### src/rtl/xfir_pkg.sv
`timescale 1ns/1ps
package xfir_pkg;

  // Strobes sent from control to datapath
  typedef struct packed {
    logic load;   // accept the broadcast sample into every tap
  } xfirStrobe_t;

  localparam int COEF_SET_LEN = 16;

  // Constant tap weights, h(0) first
  function automatic int tapCoef(input int idx);
    case (idx % COEF_SET_LEN)
      0:  return -3;
      1:  return -6;
      2:  return 9;
      3:  return 21;
      4:  return -20;
      5:  return -41;
      6:  return 78;
      7:  return 127;
      8:  return 127;
      9:  return 78;
      10: return -41;
      11: return -20;
      12: return 21;
      13: return 9;
      14: return -6;
      default: return -128;
    endcase
  endfunction

endpackage

### src/rtl/xfir_ctrl.sv
`timescale 1ns/1ps
module xfir_ctrl
  import xfir_pkg::*;
(
  input  logic        clk,
  input  logic        rstN,
  input  logic        inValid,
  output xfirStrobe_t strobe,
  output logic        outValid
);

  always_comb begin
    strobe      = '0;
    strobe.load = inValid;
  end

  // The result register updates on the same edge, so valid follows one cycle later
  always_ff @(posedge clk or negedge rstN) begin
    if (!rstN) outValid <= 1'b0;
    else       outValid <= inValid;
  end

endmodule

### src/rtl/xfir_tap.sv
`timescale 1ns/1ps
module xfir_tap #(
  parameter int DATA_W = 8,
  parameter int COEF_W = 8,
  parameter int ACC_W  = 20,
  parameter int COEF   = 0
) (
  input  logic                     clk,
  input  logic                     rstN,
  input  logic                     load,
  input  logic [DATA_W-1:0]        sample,
  input  logic signed [ACC_W-1:0]  chainIn,
  output logic signed [ACC_W-1:0]  chainOut
);

  localparam logic signed [COEF_W-1:0] COEF_NARROW = COEF_W'(COEF);
  localparam logic signed [ACC_W-1:0]  COEF_WIDE   =
    {{(ACC_W-COEF_W){COEF_NARROW[COEF_W-1]}}, COEF_NARROW};

  logic signed [ACC_W-1:0] sampleWide;
  logic signed [ACC_W-1:0] product;
  logic signed [ACC_W-1:0] partial;

  assign sampleWide = {{(ACC_W-DATA_W){sample[DATA_W-1]}}, sample};
  assign product    = sampleWide * COEF_WIDE;   // constant multiplier
  assign partial    = product + chainIn;

  always_ff @(posedge clk or negedge rstN) begin
    if (!rstN)     chainOut <= '0;
    else if (load) chainOut <= partial;
  end

endmodule

### src/rtl/xfir_datapath.sv
`timescale 1ns/1ps
module xfir_datapath
  import xfir_pkg::*;
#(
  parameter int DATA_W = 8,
  parameter int COEF_W = 8,
  parameter int TAPS   = 16,
  parameter int ACC_W  = 20
) (
  input  logic                    clk,
  input  logic                    rstN,
  input  xfirStrobe_t             strobe,
  input  logic [DATA_W-1:0]       sample,
  output logic signed [ACC_W-1:0] result
);

  // chain[i] is the register of tap i; chain[TAPS] is the zero feed into the last tap
  logic signed [ACC_W-1:0] chain [TAPS+1];

  assign chain[TAPS] = '0;

  for (genvar i = 0; i < TAPS; i++) begin : g_tap
    xfir_tap #(
      .DATA_W(DATA_W),
      .COEF_W(COEF_W),
      .ACC_W (ACC_W),
      .COEF  (tapCoef(i))
    ) u_tap (
      .clk     (clk),
      .rstN    (rstN),
      .load    (strobe.load),
      .sample  (sample),
      .chainIn (chain[i+1]),
      .chainOut(chain[i])
    );
  end

  assign result = chain[0];

endmodule

### src/rtl/xfir_top.sv
`timescale 1ns/1ps
module xfir_top
  import xfir_pkg::*;
#(
  parameter int DATA_W = 8,
  parameter int COEF_W = 8,
  parameter int TAPS   = 16,
  localparam int ACC_W = DATA_W + COEF_W + $clog2(TAPS)
) (
  input  logic              clk,
  input  logic              rstN,
  input  logic              inValid,
  input  logic [DATA_W-1:0] inSample,
  output logic              outValid,
  output logic [ACC_W-1:0]  outSample
);

  xfirStrobe_t             strobe;
  logic signed [ACC_W-1:0] result;

  xfir_ctrl u_ctrl (
    .clk     (clk),
    .rstN    (rstN),
    .inValid (inValid),
    .strobe  (strobe),
    .outValid(outValid)
  );

  xfir_datapath #(
    .DATA_W(DATA_W),
    .COEF_W(COEF_W),
    .TAPS  (TAPS),
    .ACC_W (ACC_W)
  ) u_dp (
    .clk   (clk),
    .rstN  (rstN),
    .strobe(strobe),
    .sample(inSample),
    .result(result)
  );

  assign outSample = result;

endmodule

### config.mk
export PLATFORM = sky130hd
export DESIGN_NAME = xfir_top
export DESIGN_NICKNAME = d
export VERILOG_FILES = /design/src/rtl/xfir_pkg.sv /design/src/rtl/xfir_ctrl.sv /design/src/rtl/xfir_tap.sv /design/src/rtl/xfir_datapath.sv /design/src/rtl/xfir_top.sv
export SDC_FILE = /design/constraint.sdc
export NUM_CORES = 1
export LEC_CHECK = 0
export ABC_AREA = 1
export BUFFER_PORTS_ARGS = -buffer_cell sky130_fd_sc_hd__buf_2
export CAP_MARGIN = 0
export CORE_UTILIZATION = 35
export DETAILED_ROUTE_END_ITERATION = 7
export GPL_TIMING_DRIVEN = 1
export PLACE_DENSITY = 0.53
export SLEW_MARGIN = 20
export SYNTH_ARGS = -nofsm -noshare
export SYNTH_HDL_FRONTEND = slang
export SYNTH_SLANG_ARGS = --single-unit
### constraint.sdc
create_clock -name clk -period 2.35 [get_ports clk]
set_input_delay 0.47 -clock clk [delete_from_list [all_inputs] [get_ports clk]]
set_output_delay 0.47 -clock clk [all_outputs]
set_load 0.01 [all_outputs]
---- Word-level counts from Yosys, hierarchy flattened ----
Cells that the tools add are included.
word-level totals
  memories ................................ 0
  output and inout bits ................... 21
  bits of input ports ..................... 11
  register bits after elaboration ......... 314
  word-level logic and storage cells ...... 41
  bits in read-only memories .............. 0
  bits in latches ......................... 0
  RAM bits ................................ 0
operators by class
  equal/unequal tests ..................... 0
  magnitude comparators ................... 0
  multiply operators ...................... 8
  muxes and demuxes ....................... 0
  reductions and logical operators ........ 0
  bitwise logic cells ..................... 0
  shift operators ......................... 0
  div/mod/pow operators ................... 0
  $add $sub $neg .......................... 16
operator list
  operator                                                             number
  20-bit adder                                                         15
  8-bit by 7-bit multiplier with 15-bit output, second input constant  2
  8-bit by 3-bit multiplier with 11-bit output, second input constant  2
  8-bit by 8-bit multiplier with 16-bit output, second input constant  1
  8-bit by 6-bit multiplier with 14-bit output, second input constant  1
  8-bit by 5-bit multiplier with 13-bit output, second input constant  1
  8-bit negator with 13-bit output                                     1
  8-bit by 4-bit multiplier with 12-bit output, second input constant  1

---- Depth between registers and ports, before layout ----
  word-level depth ........................ 2
  gate-level depth with buffers ........... 30
  gate-level depth less buffers ........... 30

---- Cells and area by module ----
A second synthesis with hierarchy kept.
unflattened totals
  cells, all modules ...................... 6029
  area, all modules ....................... 43779.5 µm²
modules (own cells, without submodules)
  module                                area each (µm²)  sequential area each (µm²)  cells each  instances
  xfir_tap at u_dp.g_tap[10].u_tap ...  3632.2           500.5                       484         2
  xfir_tap at u_dp.g_tap[11].u_tap ...  2493.6           500.5                       361         2
  xfir_tap at u_dp.g_tap[12].u_tap ...  2481.1           500.5                       342         2
  xfir_tap at u_dp.g_tap[13].u_tap ...  2364.8           500.5                       329         2
  xfir_tap at u_dp.g_tap[14].u_tap ...  2278.4           500.5                       324         2
  xfir_tap at u_dp.g_tap[7].u_tap       3712.3           500.5                       483         1
  xfir_tap at u_dp.g_tap[8].u_tap       3684.8           500.5                       484         1
  xfir_tap at u_dp.g_tap[6].u_tap       3004.1           500.5                       411         1
  xfir_tap at u_dp.g_tap[9].u_tap       2907.8           500.5                       401         1
  xfir_tap at u_dp.g_tap[0].u_tap       2285.9           500.5                       316         1
  xfir_tap at u_dp.g_tap[15].u_tap      1647.8           500.5                       251         1
  xfir_ctrl                             32.5             25.0                        2           1
  xfir_datapath                         3.8              0.0                         1           1

---- Worst setup path before layout ----
OpenSTA, ideal clock, no wires.
  path type ............................... input -> register
  start ................................... in inSample[1]
  end ..................................... reg u_dp.g_tap[8].u_tap.chainOut[17]
  required time ........................... 2232 ps
  cell stages on the path ................. 23
  arrival ................................. 5291 ps
  path slack .............................. -3059 ps
  setup time .............................. 118 ps
  path buffers ............................ 0
  path through ............................ inv_1 > ha_1 > ha_1 > fa_1 > inv_1 > fa_1 > inv_1 > ha_1 > a21oi_1 > nand2_1 > a21oi_1 > o21ai_0 > a21oi_1 > xor2_1 > inv_1 > ha_1 > a21oi_1 > a21boi_0 > nor2_1 > nor3_1 > nand4_1 > nand3_1 > nand2_1
on the way
  cells in the longest elaborated chain, start to end .. 2
RTL lines
  item                                          line            RTL
  from (decl)                                   xfir_top.sv:13  input logic [DATA_W-1:0] inSample,
  8-bit by 8-bit multiplier with 16-bit output  xfir_tap.sv:25  assign product = sampleWide * COEF_WIDE;
  20-bit adder                                  xfir_tap.sv:26  assign partial = product + chainIn;
  to (signal assigned)                          xfir_tap.sv:30  else if (load) chainOut <= partial;
  to (decl)                                     xfir_tap.sv:13  output logic signed [ACC_W-1:0] chainOut
Every way passes these cells.
A chain may end at the register's enable or synchronous reset.

---- Worst setup path after layout ----
  start ................................... in inSample[7]
  end ..................................... reg u_dp.g_tap[7].u_tap.chainOut[15]
on the way
  cells in the longest elaborated chain, start to end .. 2
RTL lines
  item                                          line
  8-bit by 8-bit multiplier with 16-bit output  xfir_tap.sv:25
  20-bit adder                                  xfir_tap.sv:26
  to (signal assigned)                          xfir_tap.sv:30
  to (decl)                                     xfir_tap.sv:13
Every way passes these cells.

==> results.rst <==
.. list-table::
   :header-rows: 1

   * - Metric
     - Value
   * - Commonest register cell after synthesis
     - dfrtp_1
   * - Measured slew at the worst slew-check pin
     - 0.7861 ns
   * - Endpoints failing hold
     - 0
   * - Startpoint of the most critical register-to-register path
     - u_dp.g_tap[13].u_tap.chainOut[0]$_DFFE_PN0P_
   * - TritonCTS clock tree
     - done
   * - Proportion of layout cells with a drive suffix above 1
     - 0.4586
   * - Routed WL per cell
     - 17.40 um
   * - Post-synthesis cell type with the largest combined area
     - dfrtp_1
   * - Worst-case register-to-register setup slack
     - -0.02 ns
   * - Num CTS Buffers
     - 43
   * - Fraction of synthesis flops using an asynchronous set or reset pin
     - 1.000
   * - Max Clock Skew
     - 0.03085 ns
   * - Fraction of synthesized cell area taken by the top area cell type
     - 0.2430
   * - Total Negative Setup Slacks
     - -339.65 ns
   * - # rows
     - 110
   * - Remaining routing DRC violations
     - 0
   * - Hold slack
     - 0.3270 ns
   * - Clock Tree Buf Depth
     - 3
   * - Area of the mapped netlist
     - 32030 um2
   * - Insertion delay to the later sink of the worst-skew pair
     - 0.61 ns
   * - Number of port buffers
     - 31
   * - Data required time at the worst endpoint
     - 2.83 ns
   * - Tightest slew margin relative to the limit
     - 0.4704
   * - Violated checks
     - negative setup slack
   * - Critical Path Source
     - inSample[7]
   * - Post-Synthesis Cells
     - 4483
   * - CP max stage cell
     - fa_1
   * - GP Congestion
     - 0.8955
   * - Synthesized area divided by synthesized cell count
     - 7.144 um2
   * - Area enclosed by the die boundary
     - 92720 um2
   * - Detailed-placement wirelength estimate
     - 93.03 mm
   * - Layout Area Growth over Synthesis
     - 66.98%
   * - Class of the worst hold path
     - input pin to register
   * - Number of H-tree branching levels
     - 2
   * - Nets in the synthesized netlist
     - 5010
   * - Starting density of the core
     - 0.3547
   * - Total number of vias
     - 33960
   * - Number of ports placed on the die boundary
     - 32
   * - Most frequent cells after synthesis
     - nand2_1, inv_1, ha_1, nand3_1, dfrtp_1
   * - First-pass GRT wire length
     - 189.3 mm
   * - Initial antenna violation count
     - 0
   * - Routed Antenna Nets
     - 0
   * - Most frequently used cell type in the post-synthesis netlist
     - nand2_1
   * - Cells after DPL
     - 6678
   * - Worst-path clk slew
     - 0.06 ns
   * - Largest net degree at the start of global routing
     - 103
   * - Final Max Slew Viols
     - 0
   * - Endpoint type of the worst setup path
     - register
   * - Drt via density
     - 4.949
   * - Sinks on the clock net
     - 311
   * - CORE AREA
     - 90290 um2
   * - Max-cap viol count
     - 0
   * - Root Buffer Master
     - clkbuf_16
   * - Width of the die
     - 304.5 um
   * - Number of design-rule violations left by the first detailed-router iteration
     - 1453
   * - Number of global-route vias before repair
     - 34930
   * - Capture instance of the worst register-to-register path
     - u_dp.g_tap[13].u_tap.chainOut[13]$_DFFE_PN0P_
   * - Number of iterations in the first detailed-routing pass
     - 5
   * - Outcome
     - finished, violations left
   * - EDFF count, synth
     - 0
   * - Max incr delay on CP
     - 0.55 ns
   * - Post-layout minimum cycle time
     - 4.673 ns
   * - Worst path arrival time
     - 5.16 ns
   * - Category of cells accounting for the largest share of critical-path delay
     - adder cells
   * - Setup repair after global routing missed its margin
     - yes
   * - Synth top area cells
     - dfrtp_1, ha_1, nand2_1
   * - HP Start
     - inSample[1]
   * - Period utilization
     - 1.989
   * - Worst setup path endpoint
     - u_dp.g_tap[7].u_tap.chainOut[15]$_DFFE_PN0P_
   * - Top fanout value on the critical path
     - 4
   * - Kind of start point of the critical path
     - input pin
   * - Number of warnings issued by yosys
     - 0
   * - Die Ht
     - 304.5 um
   * - CP Depth
     - 29
   * - All-Layer GR Usage
     - 0.2559
   * - Nets
     - 6184
   * - Cell variety after synth
     - 45
   * - #FFs+latches synth
     - 311
   * - Total of endpoints with negative setup slack in the final report
     - 233
   * - Cell count of the worst reg-to-reg path
     - 13
   * - Overflow after GRT
     - 0
   * - Final setup margin
     - -2.323 ns
   * - Worst Path Buf+Inv
     - 10
   * - DP Worst Slack
     - -3.172 ns
   * - Highest clock frequency the design can meet
     - 0.2140 GHz
   * - Number of diodes
     - 0
   * - Total wire length
     - 119.4 mm
   * - Post-route insts no fill
     - 6863
   * - Type of the worst setup path
     - input pin to register
   * - Share of synthesized area occupied by flip-flops and latches
     - 0.2430
==> worst reg2reg max path, delay by kind of cell, from the launching register on <==
kind | cells | cell delay, ns
flip-flops | 1 | 0.41
adder cells (fa/ha/maj) | 2 | 0.55
buffers and inverters | 2 | 0.15
AO/OA/AOI/OAI | 1 | 0.26
AND/OR/NAND/NOR | 8 | 0.88
==> through the flow <==
stage	area, um2	util
after floorplan	36270	-
after global placement	45800	0.5073
after detailed placement	45800	0.5073
after CTS	51410	0.5694
after global routing	53480	0.5923
final	53480	0.5923
==> worst min path at each step <==
stage                                                          to  depth (start not counted)
floorplan                               u_ctrl.outValid$_DFF_PN0_                          0
global placement      u_dp.g_tap[2].u_tap.chainOut[0]$_DFFE_PN0P_                          2
detailed placement    u_dp.g_tap[2].u_tap.chainOut[0]$_DFFE_PN0P_                          2
CTS                  u_dp.g_tap[14].u_tap.chainOut[2]$_DFFE_PN0P_                          4
global route        u_dp.g_tap[15].u_tap.chainOut[13]$_DFFE_PN0P_                          5
finish               u_dp.g_tap[14].u_tap.chainOut[2]$_DFFE_PN0P_                          4
==> area by class of cell <==
class,instances,area (um2)
Clock buffer,57,1240
Clock inverter,18,173.9
Fill cell,7989,36810
Inverter,553,2175
Multi-Input combinational cell,3533,30610
Sequential cell,311,7782
Tap cell,1176,1471
Timing Repair Buffer,1215,10020
==> placed cells by master (no fill, tap or decap), types with 78 or more instances in the layout <==
cell	netlist	final
nand2_2	4	133
buf_6	0	147
a21oi_2	1	128
a21oi_1	265	98
o21ai_0	275	120
nand3_1	315	219
nand3_2	0	83
nand2_1	1237	1021
nor2_1	298	213
buf_4	21	1009
inv_2	3	106
dfrtp_1	311	311
o21ai_1	24	102
fa_1	94	78
ha_4	0	276
nand2_4	1	81
inv_1	550	419
ha_1	422	141
==> state kept, by name, summed over array words and instances, names as in the netlist <==
signal / count
u_ctrl.outValid: 1
u_dp.g_tap.u_tap.chainOut: 310
==> routing by layer <==
| layer | GRT usage | part of all wire |
|---|---|---|
| met1 | 0.3149 | 0.43 |
| met2 | 0.4754 | 0.52 |
| met3 | 0.01864 | 0.023 |
| met4 | 0.07118 | 0.028 |
| met5 | 0 | 0 |
==> logic make-up (layout without fill, tap and decap cells) <==
kind of cell | count (synthesis) | count (layout) | share of synthesized area
compound gates | 769 | 769 | 0.1356
xor+xnor | 178 | 178 | 0.04868
fa+ha+maj | 516 | 516 | 0.2236
buf+inv | 644 | 1843 | 0.07899
flops | 311 | 311 | 0.2430
simple gates | 2065 | 2070 | 0.2701
==> repair_timing <==
action,in CTS,in global routing
pin swaps,394,358
buffers inserted,91,46
setup endpoints to repair,242,238
resized for setup,667,414
hold buffers,1,0
cloned,4,1
endpoints found under the hold margin,40,0
Power is not shown: default switching activity piles up to over one toggle a cycle in this logic, so the estimate is an artifact.
